### src/rtl/vcc_pkg.sv
package vcc_pkg;

  // Classification of one access, used to steer line updates
  typedef enum logic [1:0] {
    OUTC_IDLE = 2'd0,
    OUTC_HIT  = 2'd1,
    OUTC_FILL = 2'd2,
    OUTC_PASS = 2'd3
  } outcome_e;

  localparam int unsigned DEF_NUM_VARS  = 4;
  localparam int unsigned DEF_NUM_LINES = 8;
  localparam int unsigned DEF_ADDR_W    = 6;
  localparam int unsigned DEF_DATA_W    = 16;
  localparam int unsigned DEF_VER_W     = 8;

endpackage

### src/rtl/vcc_stale_cmp.sv
module vcc_stale_cmp #(
  parameter int unsigned VER_W = 8
) (
  input  logic [VER_W-1:0] bvn,
  input  logic [VER_W-1:0] cvn,
  output logic             fresh
);

  // A line is current when it was born at or after the present version
  assign fresh = (bvn >= cvn);

endmodule

### src/rtl/vcc_version_table.sv
module vcc_version_table #(
  parameter int unsigned NUM_VARS = 4,
  parameter int unsigned VER_W    = 8,
  parameter int unsigned VAR_W    = 2
) (
  input  logic                clk,
  input  logic                rst_n,
  input  logic                bnd_valid,
  input  logic [NUM_VARS-1:0] bnd_mask,
  input  logic [VAR_W-1:0]    rd_var,
  output logic [VER_W-1:0]    rd_cvn,
  output logic                wrap_o
);

  localparam logic [VER_W-1:0] VER_MAX = '1;

  logic [NUM_VARS-1:0][VER_W-1:0] cvn_q;
  logic [NUM_VARS-1:0][VER_W-1:0] cvn_d;
  logic [NUM_VARS-1:0]            at_max;
  logic                           upd_en;

  generate
    for (genvar gi = 0; gi < NUM_VARS; gi++) begin : g_ent
      assign at_max[gi] = bnd_mask[gi] && (cvn_q[gi] == VER_MAX);

      AST_CVN_STEP: assert property (@(posedge clk) disable iff (!rst_n)
        (bnd_valid && !wrap_o && bnd_mask[gi]) |=>
          (cvn_q[gi] == VER_W'($past(cvn_q[gi]) + 1'b1)));
    end
  endgenerate

  assign wrap_o = bnd_valid && (|at_max);
  assign upd_en = bnd_valid;

  always_comb begin
    cvn_d = cvn_q;
    if (wrap_o) begin
      cvn_d = '0;
    end else begin
      for (int i = 0; i < NUM_VARS; i++) begin
        if (bnd_mask[i]) cvn_d[i] = cvn_q[i] + VER_W'(1);
      end
    end
  end

  always_ff @(posedge clk or negedge rst_n) begin
    if (!rst_n) begin
      cvn_q <= '0;
    end else if (upd_en) begin
      cvn_q <= cvn_d;
    end
  end

  assign rd_cvn = cvn_q[rd_var];

  AST_CVN_HOLD: assert property (@(posedge clk) disable iff (!rst_n)
    !bnd_valid |=> $stable(cvn_q));

  AST_WRAP_CLEARS: assert property (@(posedge clk) disable iff (!rst_n)
    wrap_o |=> (cvn_q == '0));

endmodule

### src/rtl/vcc_line_store.sv
module vcc_line_store
  import vcc_pkg::*;
#(
  parameter int unsigned NUM_LINES = 8,
  parameter int unsigned ADDR_W    = 6,
  parameter int unsigned DATA_W    = 16,
  parameter int unsigned VER_W     = 8,
  parameter int unsigned VAR_W     = 2
) (
  input  logic              clk,
  input  logic              rst_n,
  input  logic              acc_valid,
  input  logic              acc_write,
  input  logic              acc_shared,
  input  logic [VAR_W-1:0]  acc_var,
  input  logic [ADDR_W-1:0] acc_addr,
  input  logic [DATA_W-1:0] acc_wdata,
  input  logic [DATA_W-1:0] fill_data,
  input  logic [VER_W-1:0]  cvn,
  input  logic              flush,
  output logic              hit,
  output logic [DATA_W-1:0] rdata
);

  localparam int unsigned IDX_W = $clog2(NUM_LINES);
  localparam int unsigned TAG_W = ADDR_W - IDX_W;

  logic [NUM_LINES-1:0] valid_q;
  logic [NUM_LINES-1:0] valid_d;
  logic [TAG_W-1:0]     tag_q    [NUM_LINES];
  logic                 shared_q [NUM_LINES];
  logic [VAR_W-1:0]     var_q    [NUM_LINES];
  logic [VER_W-1:0]     bvn_q    [NUM_LINES];
  logic [DATA_W-1:0]    data_q   [NUM_LINES];

  logic [IDX_W-1:0] idx;
  logic [TAG_W-1:0] tag;
  logic             fresh;
  logic             tag_ok;
  logic             ver_ok;
  logic             ld_fill;
  logic             wr_hit;
  outcome_e         outc;

  assign idx = acc_addr[IDX_W-1:0];
  assign tag = acc_addr[ADDR_W-1:IDX_W];

  vcc_stale_cmp #(.VER_W(VER_W)) u_cmp (
    .bvn   (bvn_q[idx]),
    .cvn   (cvn),
    .fresh (fresh)
  );

  assign tag_ok = valid_q[idx] && (tag_q[idx] == tag) && (shared_q[idx] == acc_shared);
  assign ver_ok = !acc_shared || ((var_q[idx] == acc_var) && fresh);
  assign hit    = tag_ok && ver_ok;
  assign rdata  = hit ? data_q[idx] : fill_data;

  always_comb begin
    if (!acc_valid)     outc = OUTC_IDLE;
    else if (hit)       outc = OUTC_HIT;
    else if (!acc_write) outc = OUTC_FILL;
    else                outc = OUTC_PASS;
  end

  assign ld_fill = (outc == OUTC_FILL) && !flush;
  assign wr_hit  = (outc == OUTC_HIT) && acc_write && !flush;

  always_comb begin
    valid_d = valid_q;
    if (flush) begin
      valid_d = '0;
    end else if (ld_fill) begin
      valid_d[idx] = 1'b1;
    end
  end

  always_ff @(posedge clk or negedge rst_n) begin
    if (!rst_n) begin
      valid_q <= '0;
    end else if (flush || ld_fill) begin
      valid_q <= valid_d;
    end
  end

  // Payload carries no reset: it is only read through a set valid bit
  always_ff @(posedge clk) begin
    if (ld_fill) begin
      tag_q[idx]    <= tag;
      shared_q[idx] <= acc_shared;
      var_q[idx]    <= acc_var;
      bvn_q[idx]    <= cvn;
      data_q[idx]   <= fill_data;
    end else if (wr_hit) begin
      bvn_q[idx]    <= cvn + VER_W'(1);
      data_q[idx]   <= acc_wdata;
    end
  end

  AST_FLUSH_INVALIDATES: assert property (@(posedge clk) disable iff (!rst_n)
    flush |=> (valid_q == '0));

  AST_FILL_STAMP: assert property (@(posedge clk) disable iff (!rst_n)
    ld_fill |=> (valid_q[$past(idx)] && (bvn_q[$past(idx)] == $past(cvn))));

  AST_WRITE_STAMP: assert property (@(posedge clk) disable iff (!rst_n)
    wr_hit |=> (bvn_q[$past(idx)] == VER_W'($past(cvn) + 1'b1)));

  AST_NO_WRITE_ALLOC: assert property (@(posedge clk) disable iff (!rst_n)
    (acc_valid && acc_write && !hit && !flush) |=> $stable(valid_q));

endmodule

### src/rtl/vcc_ctrl.sv
module vcc_ctrl
  import vcc_pkg::*;
#(
  parameter int unsigned NUM_VARS  = DEF_NUM_VARS,
  parameter int unsigned NUM_LINES = DEF_NUM_LINES,
  parameter int unsigned ADDR_W    = DEF_ADDR_W,
  parameter int unsigned DATA_W    = DEF_DATA_W,
  parameter int unsigned VER_W     = DEF_VER_W,
  localparam int unsigned VAR_W    = (NUM_VARS > 1) ? $clog2(NUM_VARS) : 1
) (
  input  logic                clk,
  input  logic                rst_n,
  input  logic                acc_valid,
  input  logic                acc_write,
  input  logic                acc_shared,
  input  logic [VAR_W-1:0]    acc_var,
  input  logic [ADDR_W-1:0]   acc_addr,
  input  logic [DATA_W-1:0]   acc_wdata,
  input  logic [DATA_W-1:0]   fill_data,
  input  logic                bnd_valid,
  input  logic [NUM_VARS-1:0] bnd_mask,
  output logic                rsp_valid,
  output logic                rsp_hit,
  output logic [DATA_W-1:0]   rsp_rdata,
  output logic                flush_req
);

  logic [1:0]        rst_sync_q;
  logic              rst_ns;
  logic [VER_W-1:0]  cur_cvn;
  logic              wrap;
  logic              ls_hit;
  logic [DATA_W-1:0] ls_rdata;
  logic              rsp_valid_d;
  logic              rsp_hit_d;
  logic [DATA_W-1:0] rsp_rdata_d;
  logic              flush_d;

  // Asynchronous assertion, synchronous release
  always_ff @(posedge clk or negedge rst_n) begin
    if (!rst_n) rst_sync_q <= 2'b00;
    else        rst_sync_q <= {rst_sync_q[0], 1'b1};
  end
  assign rst_ns = rst_sync_q[1];

  vcc_version_table #(
    .NUM_VARS (NUM_VARS),
    .VER_W    (VER_W),
    .VAR_W    (VAR_W)
  ) u_vtab (
    .clk       (clk),
    .rst_n     (rst_ns),
    .bnd_valid (bnd_valid),
    .bnd_mask  (bnd_mask),
    .rd_var    (acc_var),
    .rd_cvn    (cur_cvn),
    .wrap_o    (wrap)
  );

  vcc_line_store #(
    .NUM_LINES (NUM_LINES),
    .ADDR_W    (ADDR_W),
    .DATA_W    (DATA_W),
    .VER_W     (VER_W),
    .VAR_W     (VAR_W)
  ) u_lines (
    .clk        (clk),
    .rst_n      (rst_ns),
    .acc_valid  (acc_valid),
    .acc_write  (acc_write),
    .acc_shared (acc_shared),
    .acc_var    (acc_var),
    .acc_addr   (acc_addr),
    .acc_wdata  (acc_wdata),
    .fill_data  (fill_data),
    .cvn        (cur_cvn),
    .flush      (wrap),
    .hit        (ls_hit),
    .rdata      (ls_rdata)
  );

  always_comb begin
    rsp_valid_d = acc_valid;
    rsp_hit_d   = acc_valid && ls_hit;
    rsp_rdata_d = (acc_valid && !acc_write) ? ls_rdata : '0;
    flush_d     = wrap;
  end

  always_ff @(posedge clk or negedge rst_ns) begin
    if (!rst_ns) begin
      rsp_valid <= 1'b0;
      rsp_hit   <= 1'b0;
      rsp_rdata <= '0;
      flush_req <= 1'b0;
    end else begin
      rsp_valid <= rsp_valid_d;
      rsp_hit   <= rsp_hit_d;
      rsp_rdata <= rsp_rdata_d;
      flush_req <= flush_d;
    end
  end

  AST_RSP_FOLLOWS: assert property (@(posedge clk) disable iff (!rst_ns)
    acc_valid |=> rsp_valid);

  AST_RSP_QUIET: assert property (@(posedge clk) disable iff (!rst_ns)
    !acc_valid |=> !rsp_valid);

  AST_FLUSH_PULSE: assert property (@(posedge clk) disable iff (!rst_ns)
    flush_req |=> !flush_req);

endmodule

### config.mk
export PLATFORM = sky130hd
export DESIGN_NAME = vcc_ctrl
export DESIGN_NICKNAME = d
export VERILOG_FILES = /design/src/rtl/vcc_pkg.sv /design/src/rtl/vcc_stale_cmp.sv /design/src/rtl/vcc_version_table.sv /design/src/rtl/vcc_line_store.sv /design/src/rtl/vcc_ctrl.sv
export SDC_FILE = /design/constraint.sdc
export NUM_CORES = 1
export LEC_CHECK = 0
export ABC_AREA = 1
export CORE_ASPECT_RATIO = 1.5
export CORE_MARGIN = 3
export CORE_UTILIZATION = 60
export DETAILED_ROUTE_END_ITERATION = 6
export GPL_TIMING_DRIVEN = 0
export PLACE_DENSITY = 0.8
export SLEW_MARGIN = 40
export SYNTH_ARGS = -nofsm -noshare
export SYNTH_HDL_FRONTEND = slang
export SYNTH_HIERARCHICAL = 1
export SYNTH_SLANG_ARGS = --single-unit
### constraint.sdc
create_clock -name clk -period 2.2 [get_ports clk]
set_clock_uncertainty 0.05 [all_clocks]
set_input_delay 0.44 -clock clk [delete_from_list [all_inputs] [get_ports clk]]
set_output_delay 0.44 -clock clk [all_outputs]
set_load 0.005 [all_outputs]
-- After elaboration in Yosys (flattened, before gate mapping)
Memory sizes are Yosys's and may differ from the RTL's.
Index checks and enable logic that the tools add are counted.
- $mul: 0
- div/mod/pow operators: 0
- mux-type cells: 25
- $lt $le $gt $ge: 4
- bitwise gates (word level): 3
- shift-type cells: 0
- reduce and logical (&&, ||, !) cells: 31
- add/subtract/negate cells: 5
- equal/unequal tests: 9
- operators by type and width (cell ; number):
    two-way mux 8 bit ; 8
    two-way mux 16 bit ; 3
    adder 8 x 1 -> 8 bit, second input constant ; 5
    equality test 8 bit, second input constant ; 4
    two-way mux 32 bit ; 1
    binary-select mux 8 bit (select 2 bit) ; 1
    logical AND 1 bit ; 15
    AND reduction 2 bit ; 5
    nonzero test 2 bit ; 5
    >= comparator 8 bit ; 1
    two-way mux 1 bit ; 8
    bitwise OR 8 bit ; 1
    < comparator 3 x 4 -> 1 bit, second input constant ; 1
    two-way mux 2 bit ; 2
    OR reduction 4 bit ; 1
    binary-select mux 1 bit (select 3 bit) ; 1
    demux 1 bit (select 3 bit) ; 1
    equality test 3 bit ; 1
    >= comparator 3 x 1 -> 1 bit, second input constant ; 1
    logical NOT 1 bit ; 3
    < comparator 2 x 3 -> 1 bit, second input constant ; 1
    equality test 2 x 1 -> 1 bit, second input constant ; 1
    equality test 2 bit ; 1
    equality test 2 bit, second input constant ; 1
    other kinds (3) ; 5
- flip-flop bits (word level): 61
- memories: 5
- bits in latches: 0
- bits in writable memories: 240
- word-level logic and storage cells: 92
- memory bits (read-only): 0
- memories (name ; depth ; width ; rd ports ; clocked after memory_dff ; wr ports ; line ; source):
    u_lines.data_q ; 8 ; 16 ; 1 ; 0 ; 1 ; vcc_line_store.sv:34 ; logic [DATA_W-1:0] data_q [NUM_LINES];
    u_lines.bvn_q ; 8 ; 8 ; 1 ; 0 ; 1 ; vcc_line_store.sv:33 ; logic [VER_W-1:0] bvn_q [NUM_LINES];
    u_lines.tag_q ; 8 ; 3 ; 1 ; 0 ; 1 ; vcc_line_store.sv:30 ; logic [TAG_W-1:0] tag_q [NUM_LINES];
    u_lines.var_q ; 8 ; 2 ; 1 ; 0 ; 1 ; vcc_line_store.sv:32 ; logic [VAR_W-1:0] var_q [NUM_LINES];
    u_lines.shared_q ; 8 ; 1 ; 1 ; 0 ; 1 ; vcc_line_store.sv:31 ; logic shared_q [NUM_LINES];

-- Longest topological paths before layout
- word-level depth: 15
- depth in mapped cells: 31
- mapped depth without buffers: 28

-- By module
The synthesis kept the hierarchy.
- by module, submodules not included (module ; area each (sq um) ; times used ; cells an instance):
    vcc_line_store ; 10213.5 ; 1 ; 836
    vcc_version_table ; 1906.8 ; 1 ; 252
    vcc_ctrl ; 703.2 ; 1 ; 59
    vcc_stale_cmp ; 215.2 ; 1 ; 35

-- Worst setup path after synthesis
No wires, ideal clock.
- kind: in2reg
- from: in acc_addr[0]
- to: mem u_lines.bvn_q[3][0] (enable)
- stages: 23
- setup slack: -2.452 ns
- data arrival time: 4.189 ns
- path buffers: 5
- cell sequence: buf_4 inv_4 buf_4 nand2_1 inv_1 buf_2 buf_2 a221oi_1 nand4_1 ha_1 a21o_2 nor2_1 nand3_1 nand2_1 inv_1 nand2_1 nor2_1 nand2_1 nand2_2 nand2_4 nand2_4 buf_6 a21oi_1
- cells in the longest elaborated chain, start to end: 14
- elaborated cells on any way between the ends: 28
- classes of those cells: order compare: 1; eq/ne: 5; mux: 9; bitwise: 1; reduce/logical: 8; memory: 4
- RTL lines (element ; line ; source):
    start, declared ; vcc_ctrl.sv:17 ; input logic [ADDR_W-1:0] acc_addr,
    memory (8 x 8 bit) * ; n/a ;
    >= comparator 8 bit * ; vcc_stale_cmp.sv:10 ; assign fresh = (bvn >= cvn);
    net u_lines.fresh ; vcc_line_store.sv:38 ; logic fresh;
    logical AND 1 bit * ; vcc_line_store.sv:55 ; assign ver_ok = !acc_shared || ((var_q[idx] == acc_var) && fresh);
    logical OR 1 bit * ; vcc_line_store.sv:55 ;
    logical AND 1 bit * ; vcc_line_store.sv:56 ; assign hit = tag_ok && ver_ok;
    two-way mux 2 bit * ; vcc_line_store.sv:61 ; else if (hit) outc = OUTC_HIT;
    two-way mux 2 bit * ; vcc_line_store.sv:60 ; if (!acc_valid) outc = OUTC_IDLE;
    equality test 2 x 1 -> 1 bit ; vcc_line_store.sv:67 ; assign wr_hit = (outc == OUTC_HIT) && acc_write && !flush;
    logical AND 1 bit (2 in series) ; vcc_line_store.sv:67 ;
    two-way mux 1 bit ; vcc_line_store.sv:94 ; end else if (wr_hit) begin
    two-way mux 1 bit ; vcc_line_store.sv:88 ; if (ld_fill) begin
    two-way mux 1 bit (not written as such) ; vcc_line_store.sv:95 ; bvn_q[idx] <= cvn + VER_W'(1);
    bitwise OR 1 bit (no source line) * ; n/a ;
    end, declared ; vcc_line_store.sv:33 ;
The timed path passes the listed nets; every way through them passes the cells marked *. The select of a mux whose other input is x is not followed.

-- Final worst setup path
- from: in acc_addr[2]
- to: mem u_lines.bvn_q[4][6] (enable)
Same word-level chain as after synthesis.

==> qor.txt <==
Reg power frac = 47.6%
Tightest Pin Transition = 0.860 ns
syn_area_per_cell = 11.0 um^2
Switching Fraction = 27.6%
Worst slew margin = 42.6%
cell repeated most along the worst path = nand2_1
grt ovf = 0
Setup WS pre-CTS = -3.13 ns
GRT Resource Usage Total = 32.8%
layout cells sized above 1 = 25.6%
Yosys reg bits = 301
CP startpoint kind = primary input
P_int = 10.5 mW
Routed WL = 44.8 mm
core area = 21,200 um^2
clock buffer depth = 3
vias in the first global route = 10,500
hold_ws = 0.000450 ns
worst reg2reg setup slack = -1.48 ns
CTS Hold Bufs = 0
post-placement cell area = 14,600 um^2
highest-delay cell along the critical path = clkbuf_8
Worst Hold Class = primary input to asynchronous set/reset pin
critical path class = primary input to register
Worst-path clk slew = 0.06 ns
Mapped Area = 13,000 um^2
Yosys top cell area share = 55.3%
Leak Pwr = 6.98 nW
wire per inst = 26.9 um
CP max stage delay = 0.27 ns
CTS H-tree depth = 1
via/cell ratio = 6.59
final worst slack = -1.61 ns
DP Wirelength = 21.0 mm
CTS tree = yes
port bufs = 66
Ports = 69
Post-synth EDFFs = 240
sequential cell area = 8740 um^2
Synth area leaders = edfxtp_1, dfrtp_1, nand2_1, nor2_1, inv_1
met1 Usage GRT = 39.8%
total power = 14.6 mW
asr flop ratio synth = 20.3%
number of fill cells = 943
Synth Flop Type = edfxtp_1
Worst VDD drop = 849 uV
first-pass GRT wire length = 59.5 mm
CP Launch Point = acc_addr[2]
CTS sink count = 301
Worst Path Arrival = 4.02 ns
TritonCTS Buffers = 27
register area share after synthesis = 67.0%
Hold Violations, Final = 0
Worst setup EP type = register
part of the power in combinational logic = 17.0%
Root Buffer = clkbuf_16
gr busiest metal = met2
routability congestion estimate = 0.865
met3 Use GR = 4.58%
initial antenna violation count = 0
power density over cell area = 830 nW/um^2
area leader, netlist = edfxtp_1
status = finished, violations left
period utilization = 173%
P_sw = 4.01 mW
max cap viols = 0
standard-cell rows = 65
Worst-Skew Late Latency = 0.56 ns
Synth Net Count = 1,245
Post-route DRC = 0
reg2reg start = u_vtab/cvn_q[14]
final setup fails = 457
Area Overhead vs Synth = 34.6%
die area = 23,600 um^2
synthesis warning total = 6
# nets final = 1,438
reg2reg end = u_lines/bvn_q[4][6]
failing checks = setup timing
clock network power share = 35.5%
met2 global-route usage = 55.0%
Die H = 187 um
Detailed Route Iter0 Violations = 1,867
routed vias = 11,000
Tmin final = 3.81 ns
area of the multi-input gates = 4610 um^2
Die W = 126 um
largest net degree at the start of global routing = 40
pins over their slew limit = 0
Post-Synthesis Cells = 1,182
Antenna Violating Nets Remaining = 0
CP max FO = 10
critical path endpoint = u_lines/bvn_q[4][6]
R2R depth = 21
CP required = 2.41 ns
ant diodes = 0
post-synthesis cell type count = 43
Detailed Routing Iterations Pass 1 = 6
Initial Util = 61.4%
Max Fclk = 262 MHz
RSZ-0062 raised after global routing = true
fin area = 17,500 um^2
[cell type report]
type,instances,share of cell area [%]
Inverter,98,2.40
Sequential cell,301,49.8
Clock inverter,19,1.47
Timing Repair Buffer,167,11.0
Clock buffer,31,3.99
Multi-Input combinational cell,741,26.3
Buffer,39,3.19
Tap cell,268,1.91
[stage by stage]
stage,cells,setup TNS (ns),utilization [%]
floorplan,1182,-547.68,-
global placement,1516,-1281.81,67.8
detailed placement,1528,-1227.51,68.7
CTS,1629,-462.96,77.9
global route,1664,-692.24,82.7
finish,1664,-649.06,82.7
[layer usage]
metal / vias to the layer above / part of all wire, %
met5: - / 0
met4: 0 / 7.9
met3: 308 / 12
met2: 1042 / 49
met1: 5158 / 32
li1: 4454 / -
[cell families after synthesis]
kind of cell    Yosys count  synth area share, %
simple gates            577                 18.6
buf+inv                 140                 4.87
xor+xnor                 23                 1.55
other cells               1               0.0288
compound gates          127                 6.69
fa+ha+maj                13                 1.25
flops                   301                 67.0
[repair_timing]
item,4_1_cts,5_1_grt
pin swaps,37,60
setup endpoints to repair,457,457
cloned,2,6
buffers inserted,53,31
resized for setup,123,165
[placed cells by master, fill, tap and decap left out, drive strengths merged, types with 2 or more instances in the layout]
cell type | synthesis | layout
nand2 | 371 | 371
edfxtp | 240 | 240
buf | 23 | 121
nor2 | 113 | 113
inv | 97 | 96
clkdlybuf4s50 | 0 | 63
dfrtp | 61 | 61
nand3 | 54 | 54
clkbuf | 19 | 52
nand4 | 27 | 27
a21oi | 26 | 26
a22oi | 24 | 24
o21ai | 23 | 23
a221oi | 19 | 19
xor2 | 15 | 15
o22ai | 15 | 15
ha | 13 | 13
clkinv | 1 | 11
a22o | 10 | 10
nor3 | 9 | 9
xnor2 | 8 | 8
bufinv | 0 | 6
clkinvlp | 0 | 4
o21bai | 3 | 3
o2bb2ai | 3 | 3
or2 | 2 | 2
[worst max-delay path, delay by kind of cell]
kind / cells / cell delay (ns)
buffers and inverters: 10 / 1.25
adder cells (fa/ha/maj): 1 / 0.19
AO/OA/AOI/OAI: 3 / 0.42
AND/OR/NAND/NOR: 15 / 1.68
[worst min path at each step]
| stage | to | depth (start not counted) |
|---|---|---|
| 6_report | rst_sync_q[1] | 1 |
| 5_1_grt | rst_sync_q[1] | 1 |
| 4_1_cts | rst_sync_q[1] | 1 |
| 3_5_place_dp | u_vtab/cvn_q[10] | 0 |
| 3_3_place_gp | rst_sync_q[1] | 0 |
| 2_1_floorplan | rst_sync_q[0] | 0 |
[flip-flops by register name (all words and copies together), names as in the netlist, 2 cells and up]
signal / count
u_lines/data_q: 128
u_lines/tag_q: 24
u_vtab/cvn_q: 32
u_lines/bvn_q: 64
rst_sync_q: 2
u_lines/valid_q: 8
u_lines/var_q: 16
rsp_rdata: 16
u_lines/shared_q: 8
[power by group through the flow]
stage	sequential [mW]	clock, mW	combinational, mW
after CTS	6.89	5.08	1.95
after global routing	6.95	5.38	2.62
after global placement	7.01	0	1.66
after floorplan	6.92	0	1.22
final	6.93	5.16	2.47
after detailed placement	7.00	0	1.75
[synthesized netlist by cell type, types with 5 or more instances]
library cell / number
nor2_1: 97
a21oi_1: 23
nand3_1: 53
nor2_2: 13
buf_6: 9
nand2_2: 5
nand4_1: 27
buf_2: 6
a22o_1: 10
clkbuf_1: 19
inv_1: 94
edfxtp_1: 240
nor3_1: 8
dfrtp_1: 61
a221oi_1: 19
nand2_1: 363
o22ai_1: 15
ha_1: 13
xnor2_1: 8
a22oi_1: 24
o21ai_0: 22
xor2_1: 15
buf_4: 8
No activity file was read; power rests on OpenSTA's default activity.
